==> src/rtl/tfd_pkg.sv <==
package tfd_pkg;
    localparam int FRAME_BITS = 32;

    localparam logic [3:0] FT_MS     = 4'd1;
    localparam logic [3:0] FT_UTC_HI = 4'd2;
    localparam logic [3:0] FT_UTC_LO = 4'd3;
    localparam logic [3:0] FT_TGM    = 4'd4;
    localparam logic [3:0] FT_RDY    = 4'd5;

    typedef struct packed {
        logic [3:0]  acc;
        logic [3:0]  ftype;
        logic [7:0]  code;
        logic [15:0] pay;
    } frame_t;
endpackage

==> src/rtl/tfd_rx.sv <==
module tfd_rx
    import tfd_pkg::*;
#(
    parameter int GAP_MIN = 3
) (
    input  logic   clk_i,
    input  logic   rst_ni,
    input  logic   line_i,
    output logic   vld_o,
    output logic   err_o,
    output frame_t frame_o
);
    localparam int CW = $clog2(FRAME_BITS + 1);
    localparam int QW = $clog2(GAP_MIN + 1);

    typedef enum logic [1:0] {RX_IDLE, RX_MARK, RX_DATA} rx_st_e;

    typedef struct packed {
        rx_st_e          st;
        logic [QW-1:0]   qcnt;
        logic            half;
        logic            first;
        logic [CW-1:0]   cnt;
        logic [FRAME_BITS-1:0] sh;
        logic            par;
        logic            vld;
        logic            err;
        frame_t          frame;
    } rx_t;

    rx_t q, d;

    always_comb begin
        d     = q;
        d.vld = 1'b0;
        d.err = 1'b0;
        case (q.st)
            RX_IDLE: begin
                if (!line_i) begin
                    if (q.qcnt != QW'(GAP_MIN)) d.qcnt = q.qcnt + 1'b1;
                end else if (q.qcnt == QW'(GAP_MIN)) begin
                    d.st = RX_MARK;
                end else begin
                    d.qcnt = '0;
                end
            end
            RX_MARK: begin
                if (line_i) begin
                    d.st   = RX_DATA;
                    d.half = 1'b0;
                    d.cnt  = '0;
                    d.par  = 1'b0;
                end else begin
                    d.st   = RX_IDLE;
                    d.qcnt = QW'(1);
                end
            end
            default: begin
                if (!q.half) begin
                    d.first = line_i;
                    d.half  = 1'b1;
                end else begin
                    d.half = 1'b0;
                    if (q.first == line_i) begin
                        // coding violation: abandon the frame
                        d.err  = 1'b1;
                        d.st   = RX_IDLE;
                        d.qcnt = '0;
                    end else if (q.cnt == CW'(FRAME_BITS)) begin
                        if (q.par ^ q.first) begin
                            d.err = 1'b1;
                        end else begin
                            d.vld   = 1'b1;
                            d.frame = q.sh;
                        end
                        d.st   = RX_IDLE;
                        d.qcnt = '0;
                    end else begin
                        d.sh  = {q.sh[FRAME_BITS-2:0], q.first};
                        d.par = q.par ^ q.first;
                        d.cnt = q.cnt + 1'b1;
                    end
                end
            end
        endcase
    end

    always_ff @(posedge clk_i or negedge rst_ni) begin
        if (!rst_ni) q <= '0;
        else         q <= d;
    end

    assign vld_o   = q.vld;
    assign err_o   = q.err;
    assign frame_o = q.frame;

    AST_VLD_ERR_EXCL: assert property (@(posedge clk_i) disable iff (!rst_ni)
        !(vld_o && err_o));
    AST_FRAME_SPACING: assert property (@(posedge clk_i) disable iff (!rst_ni)
        (vld_o || err_o) |=> !(vld_o || err_o));
endmodule

==> src/rtl/tfd_utc.sv <==
module tfd_utc
    import tfd_pkg::*;
(
    input  logic        clk_i,
    input  logic        rst_ni,
    input  logic        vld_i,
    input  logic        err_i,
    input  frame_t      frame_i,
    output logic        utc_stb_o,
    output logic [31:0] utc_sec_o
);
    typedef struct packed {
        logic        pend;
        logic [15:0] hi;
        logic [31:0] sec;
        logic        stb;
    } utc_t;

    utc_t q, d;

    always_comb begin
        d     = q;
        d.stb = 1'b0;
        if (err_i) begin
            d.pend = 1'b0;
        end else if (vld_i) begin
            d.pend = 1'b0;
            if (frame_i.ftype == FT_UTC_HI) begin
                d.pend = 1'b1;
                d.hi   = frame_i.pay;
            end else if (frame_i.ftype == FT_UTC_LO && q.pend) begin
                d.sec = {q.hi, frame_i.pay};
                d.stb = 1'b1;
            end
        end
    end

    always_ff @(posedge clk_i or negedge rst_ni) begin
        if (!rst_ni) q <= '0;
        else         q <= d;
    end

    assign utc_stb_o = q.stb;
    assign utc_sec_o = q.sec;

    AST_UTC_FROM_LO: assert property (@(posedge clk_i) disable iff (!rst_ni)
        utc_stb_o |-> $past(vld_i && frame_i.ftype == FT_UTC_LO));
    AST_UTC_HOLD: assert property (@(posedge clk_i) disable iff (!rst_ni)
        !utc_stb_o |-> $stable(utc_sec_o));
endmodule

==> src/rtl/tfd_tgm.sv <==
module tfd_tgm
    import tfd_pkg::*;
#(
    parameter int NGRP = 8,   // power of two
    parameter int GW   = 16
) (
    input  logic                    clk_i,
    input  logic                    rst_ni,
    input  logic                    vld_i,
    input  frame_t                  frame_i,
    input  logic [$clog2(NGRP)-1:0] rd_addr_i,
    output logic [GW-1:0]           rd_data_o
);
    localparam int AW = $clog2(NGRP);

    typedef struct packed {
        logic                            live;
        logic [1:0][NGRP-1:0][GW-1:0]    bank;
    } tgm_t;

    tgm_t q, d;
    logic is_rdy;

    assign is_rdy = vld_i && frame_i.ftype == FT_RDY;

    always_comb begin
        d = q;
        if (vld_i && frame_i.ftype == FT_TGM && ({1'b0, frame_i.code} < 9'(NGRP)))
            d.bank[~q.live][frame_i.code[AW-1:0]] = frame_i.pay[GW-1:0];
        if (is_rdy)
            d.live = ~q.live;
    end

    always_ff @(posedge clk_i or negedge rst_ni) begin
        if (!rst_ni) q <= '0;
        else         q <= d;
    end

    assign rd_data_o = q.bank[q.live][rd_addr_i];

    AST_LIVE_STABLE: assert property (@(posedge clk_i) disable iff (!rst_ni)
        !is_rdy |=> ($stable(rd_addr_i) -> $stable(rd_data_o)));
    AST_SWAP_FLIP: assert property (@(posedge clk_i) disable iff (!rst_ni)
        is_rdy |=> (q.live != $past(q.live)));
endmodule

==> src/rtl/tfd_top.sv <==
module tfd_top
    import tfd_pkg::*;
#(
    parameter int GAP_MIN    = 3,
    parameter int MS_PER_SEC = 1000,
    parameter int NGRP       = 8,
    parameter int GW         = 16
) (
    input  logic                    clk_i,
    input  logic                    rst_ni,
    input  logic                    line_i,
    input  logic [$clog2(NGRP)-1:0] tgm_addr_i,
    output logic                    evt_stb_o,
    output logic [3:0]              evt_acc_o,
    output logic [3:0]              evt_type_o,
    output logic [7:0]              evt_code_o,
    output logic [15:0]             evt_pay_o,
    output logic                    err_stb_o,
    output logic                    utc_stb_o,
    output logic [31:0]             utc_sec_o,
    output logic                    ms_tick_o,
    output logic [$clog2(MS_PER_SEC)-1:0] ms_cnt_o,
    output logic [GW-1:0]           tgm_data_o
);
    localparam int MW = $clog2(MS_PER_SEC);

    logic   rx_vld, rx_err;
    frame_t rx_frame;

    tfd_rx #(.GAP_MIN(GAP_MIN)) u_rx (
        .clk_i  (clk_i),
        .rst_ni (rst_ni),
        .line_i (line_i),
        .vld_o  (rx_vld),
        .err_o  (rx_err),
        .frame_o(rx_frame)
    );

    tfd_utc u_utc (
        .clk_i    (clk_i),
        .rst_ni   (rst_ni),
        .vld_i    (rx_vld),
        .err_i    (rx_err),
        .frame_i  (rx_frame),
        .utc_stb_o(utc_stb_o),
        .utc_sec_o(utc_sec_o)
    );

    tfd_tgm #(.NGRP(NGRP), .GW(GW)) u_tgm (
        .clk_i    (clk_i),
        .rst_ni   (rst_ni),
        .vld_i    (rx_vld),
        .frame_i  (rx_frame),
        .rd_addr_i(tgm_addr_i),
        .rd_data_o(tgm_data_o)
    );

    typedef struct packed {
        logic          evt;
        frame_t        fr;
        logic          err;
        logic          tick;
        logic          sync;
        logic [MW-1:0] ms;
    } top_t;

    top_t q, d;

    always_comb begin
        d      = q;
        d.evt  = rx_vld;
        d.err  = rx_err;
        d.tick = 1'b0;
        if (rx_vld) d.fr = rx_frame;
        if (utc_stb_o) d.sync = 1'b1;
        if (rx_vld && rx_frame.ftype == FT_MS) begin
            d.tick = 1'b1;
            if (q.sync) begin
                d.ms   = '0;
                d.sync = 1'b0;
            end else if (q.ms == MW'(MS_PER_SEC - 1)) begin
                d.ms = '0;
            end else begin
                d.ms = q.ms + 1'b1;
            end
        end
    end

    always_ff @(posedge clk_i or negedge rst_ni) begin
        if (!rst_ni) q <= '0;
        else         q <= d;
    end

    assign evt_stb_o  = q.evt;
    assign evt_acc_o  = q.fr.acc;
    assign evt_type_o = q.fr.ftype;
    assign evt_code_o = q.fr.code;
    assign evt_pay_o  = q.fr.pay;
    assign err_stb_o  = q.err;
    assign ms_tick_o  = q.tick;
    assign ms_cnt_o   = q.ms;

    AST_EVT_ERR_EXCL: assert property (@(posedge clk_i) disable iff (!rst_ni)
        !(evt_stb_o && err_stb_o));
    AST_MS_RANGE: assert property (@(posedge clk_i) disable iff (!rst_ni)
        ms_cnt_o < MW'(MS_PER_SEC));
    AST_TICK_WITH_EVT: assert property (@(posedge clk_i) disable iff (!rst_ni)
        ms_tick_o |-> (evt_stb_o && evt_type_o == FT_MS));
    AST_UTC_WITH_EVT: assert property (@(posedge clk_i) disable iff (!rst_ni)
        utc_stb_o |-> (evt_stb_o && evt_type_o == FT_UTC_LO));
    AST_MS_HOLD: assert property (@(posedge clk_i) disable iff (!rst_ni)
        !ms_tick_o |-> $stable(ms_cnt_o));
endmodule

==> config.mk <==
export PLATFORM = sky130hd
export DESIGN_NAME = tfd_top
export DESIGN_NICKNAME = d
export VERILOG_FILES = /design/src/rtl/tfd_pkg.sv /design/src/rtl/tfd_rx.sv /design/src/rtl/tfd_utc.sv /design/src/rtl/tfd_tgm.sv /design/src/rtl/tfd_top.sv
export SDC_FILE = /design/constraint.sdc
export NUM_CORES = 1
export LEC_CHECK = 0
export BUFFER_PORTS_ARGS = -buffer_cell sky130_fd_sc_hd__buf_2
export CAP_MARGIN = 20
export CORE_ASPECT_RATIO = 0.5
export CORE_UTILIZATION = 50
export DETAILED_ROUTE_END_ITERATION = 10
export PLACE_DENSITY = 0.71
export SYNTH_ARGS = -nofsm -noshare
export SYNTH_HDL_FRONTEND = slang
export SYNTH_HIERARCHICAL = 1
export SYNTH_SLANG_ARGS = --single-unit
==> constraint.sdc <==
create_clock -name clk_i -period 5.64 [get_ports clk_i]
set_input_delay 0.564 -clock clk_i [delete_from_list [all_inputs] [get_ports clk_i]]
set_output_delay 0.564 -clock clk_i [all_outputs]
set_load 0.02 [all_outputs]
==> results by group <==
Yosys
  – Post-synth EDFFs: 0
  – Simple-gate portion of the synthesized area: 4.36%
  – Sequential-to-total area share from yosys stat: 54.9%
  – Post-Synth Adder-Cell Area: less than 1%
  – Post-synthesis cell count: 1,296
  – Post-Syn Nets: 1,306
  – Most used DFF post-synth: dfrtp_1
  – Number of distinct library cells after synthesis: between 50 and 60
  – YS warnings: 6
  – Xor/xnor share of the synthesized area: 0.222%
  – Cell Area, Synth: between 15,000 and 20,000 µm²
  – Largest family of logic cells by synthesized area: multiplexers
  – Synth Area per Inst: about 15 µm²
  – Async S/R FF share, synth: 100%
  – Number of synthesized register bits: 432
  – Mux cell area share after synthesis: 31.0%
  – Compound-Gate Fraction of Synth Area: about 2.3%

Critical path
  – Worst Path Arrival: 3.41 ns
  – Worst-path fanout max: 43
  – Register-to-Register Path Depth: 5
  – Setup CP Type: flop to output port
  – Reg-to-reg slack, setup: 2.61 ns
  – WP data required: 5.08 ns
  – Critical Path End Type: output port
  – Startpoint types: flop

Power
  – LEAKAGE: 10.5 nW
  – PD cells: around 300 nW/µm²
  – VDD IR max: 0.000225 V

Cells and area
  – Fraction of layout cells with a size suffix above 1: a little over half
  – Area grow syn2layout: 6.78%
  – Util after Layout: about 55%
  – Most frequent cells in the layout: dfrtp_1 (431), mux2_2 (373), buf_2 (98)
  – ANT cells: 0
  – Final net count: 1,280
  – Most common cell after layout, fill and taps aside: dfrtp_1
  – Design area: 21,000 µm²

STA
  – Crit path time final: 3.98 ns
  – Worst hold slack: 0.0707 ns
  – Final period utilization: between 70% and 80%
  – Relative slew margins: around a fifth
  – Final WS setup: 1.66 ns
  – Max-slew violations: 0
  – Worst-Margin Slew: 1.20 ns
  – Layout Skew: around 0.013 ns
  – Final hold viol count: 0
  – Final setup vio count: 0
  – RSZ-0062 raised after global routing: false
  – Post-route setup TNS: 0 ns
  – Max frequency: 251 MHz

Floorplan
  – Die Y-Extent: 142 µm
  – IO Pins: 100
  – Die X: roughly 280 µm
  – Cell row count: 50
  – Core area: 38,100 µm²
  – Die area: 40,200 µm²
  – Initial Utilization: 51.7%

Clock tree
  – Clk Latency, worst-skew pair: approximately 0.53 ns
  – CTS tree: done
  – Clk buf depth: 3
  – CTS Hold Bufs: 0
  – Post-CTS sizing: 0
  – CTS Buf Count: 40
  – Root Driver: clkbuf_16
  – H-tree levels: 2
  – Sink Count: around 430
  – Setup bufs post-CTS: 0
  – Clock Pin Slew Worst Setup and Hold Paths: around 0.060 ns

Global route
  – Gr usage total: between 20% and 30%
  – Vias in the first global route: 11,200
  – Largest net degree at the start of global routing: ~120
  – Initial antenna violation count: 0
  – Total gr overflow: 0
  – First-pass GRT wire length: 65.3 mm

Worst hold path
  – HP Class: input pin to async pin

Placement
  – Post-DP HPWL: 25.2 mm
  – Buffers on Ports: 99
  – Setup WS pre-CTS: between 2 and 2.5 ns
  – Routability Congestion: 0.798
  – Placed Area: 19,700 µm²

Routing
  – Routed Antenna Nets: 0
  – DRT Pass-1 Iters: 5
  – WL final: 41.1 mm
  – Drc violations: 0
  – Wire length per cell: 22.6 µm
  – Vias per Instance: approximately 5.8
  – DRT iter0 DRCs: 661
  – Vias: 10,500

Run
  – Max-cap viol count: 0

Outcome
  – Status: complete, no violations
## worst paths after layout
kind,startpoint,to
setup reg to reg,u_rx/vld_o,u_tgm/q[153]
hold reg to reg,u_rx/err_o,err_stb_o
setup / recovery,u_tgm/q[256],tgm_data_o[9]
min in group clk_i,line_i,u_rx/err_o
hold / removal,rst_ni,u_utc/q[40]
max in group asynchronous,rst_ni,u_rx/q[75]
## logic make-up after synthesis
logic type | after synthesis
and+or+nand+nor | 133
AOI/OAI and AO/OA | 59
buffers and inverters | 194
adders and majority gates | 4
muxes | 469
DFF | 432
xor gates and xnor gates | 5
## layout make-up
class                           count  area, µm²
Fill cell                        3048      17100
Sequential cell                   432      10800
Multi-Input combinational cell    670       7520
Clock buffer                       62       1250
Timing Repair Buffer              118        668
Tap cell                          520        651
Clock inverter                      9       81.3
Inverter                            8       30.0
## state kept, by name, summed over array words and instances (netlist names)
name             cells
u_rx/err_o           1
u_utc/utc_sec_o     32
u_tgm/q            257
evt_stb_o            1
ms_cnt_o            10
err_stb_o            1
ms_tick_o            1
u_rx/vld_o           1
u_rx/q              45
q                    1
u_utc/q             17
evt_pay_o           16
evt_type_o           4
evt_acc_o            4
evt_code_o           8
u_rx/frame_o        32
u_utc/utc_stb_o      1
## power by group
group / internal [mW] / leakage [nW] / switching, mW
combinational: 0.101 / 3.87 / 0.177
sequential: 3.15 / 6.02 / 0.0613
clock: 1.58 / 0.655 / 1.14
total: 4.83 / 10.5 / 1.38
## cell usage after synthesis (2+ instances only)
cell type | number | area (µm²)
buf_4 | 111 | 833
ha_1 | 4 | 50.1
and3b_1 | 2 | 17.5
o21ai_0 | 8 | 40.0
o311ai_1 | 3 | 26.3
nor3_2 | 4 | 40.0
dfrtp_1 | 432 | 10800
nand3_1 | 13 | 65.1
buf_6 | 21 | 236
nand2b_1 | 5 | 31.3
nand3b_1 | 2 | 15.0
nand4_4 | 2 | 42.5
clkbuf_1 | 35 | 131
nand2_1 | 44 | 165
nand4_1 | 2 | 12.5
nor2_1 | 16 | 60.1
mux4_2 | 64 | 1440
nand3_2 | 5 | 50.1
inv_1 | 8 | 30.0
mux2i_1 | 3 | 30.0
buf_2 | 15 | 75.1
xnor2_1 | 5 | 43.8
nor3_4 | 2 | 32.5
nor4_4 | 3 | 63.8
nor3_1 | 5 | 25.0
a22oi_1 | 32 | 240
a21oi_1 | 4 | 20.0
o22ai_1 | 2 | 12.5
a22o_1 | 2 | 17.5
mux2_4 | 29 | 435
o31ai_1 | 2 | 15.0
mux2_2 | 373 | 4200
nor2b_1 | 8 | 50.1
nor4b_1 | 2 | 17.5
or2_2 | 2 | 12.5
and4bb_1 | 2 | 25.0
buf_12 | 3 | 60.1
## stage by stage
stage,total power [mW],cells
5_1_grt,6.46,1819
3_3_place_gp,3.53,1747
2_1_floorplan,3.43,1296
3_5_place_dp,3.56,1748
4_1_cts,6.28,1819
6_report,6.21,1819
## per-layer routing
metal / vias to the layer above / wire (µm) / track usage [%] / part of all wire [%]
li1: 4543 / - / - / -
met1: 5717 / 18900 / 30.1 / 46
met2: 180 / 19700 / 34.3 / 48
met3: 64 / 1680 / 3.74 / 4.1
met4: 0 / 831 / 5.38 / 2.0
met5: - / 0 / 0 / 0
## critical path: stages, from the launching register on
cell and delay, ns:
dfrtp_4 0.98, buf_4 0.70, mux4_2 0.58, a22oi_1 0.25, nand2_1 0.14, buf_2 0.18
Note: power is estimated with default switching activity, not from simulation.
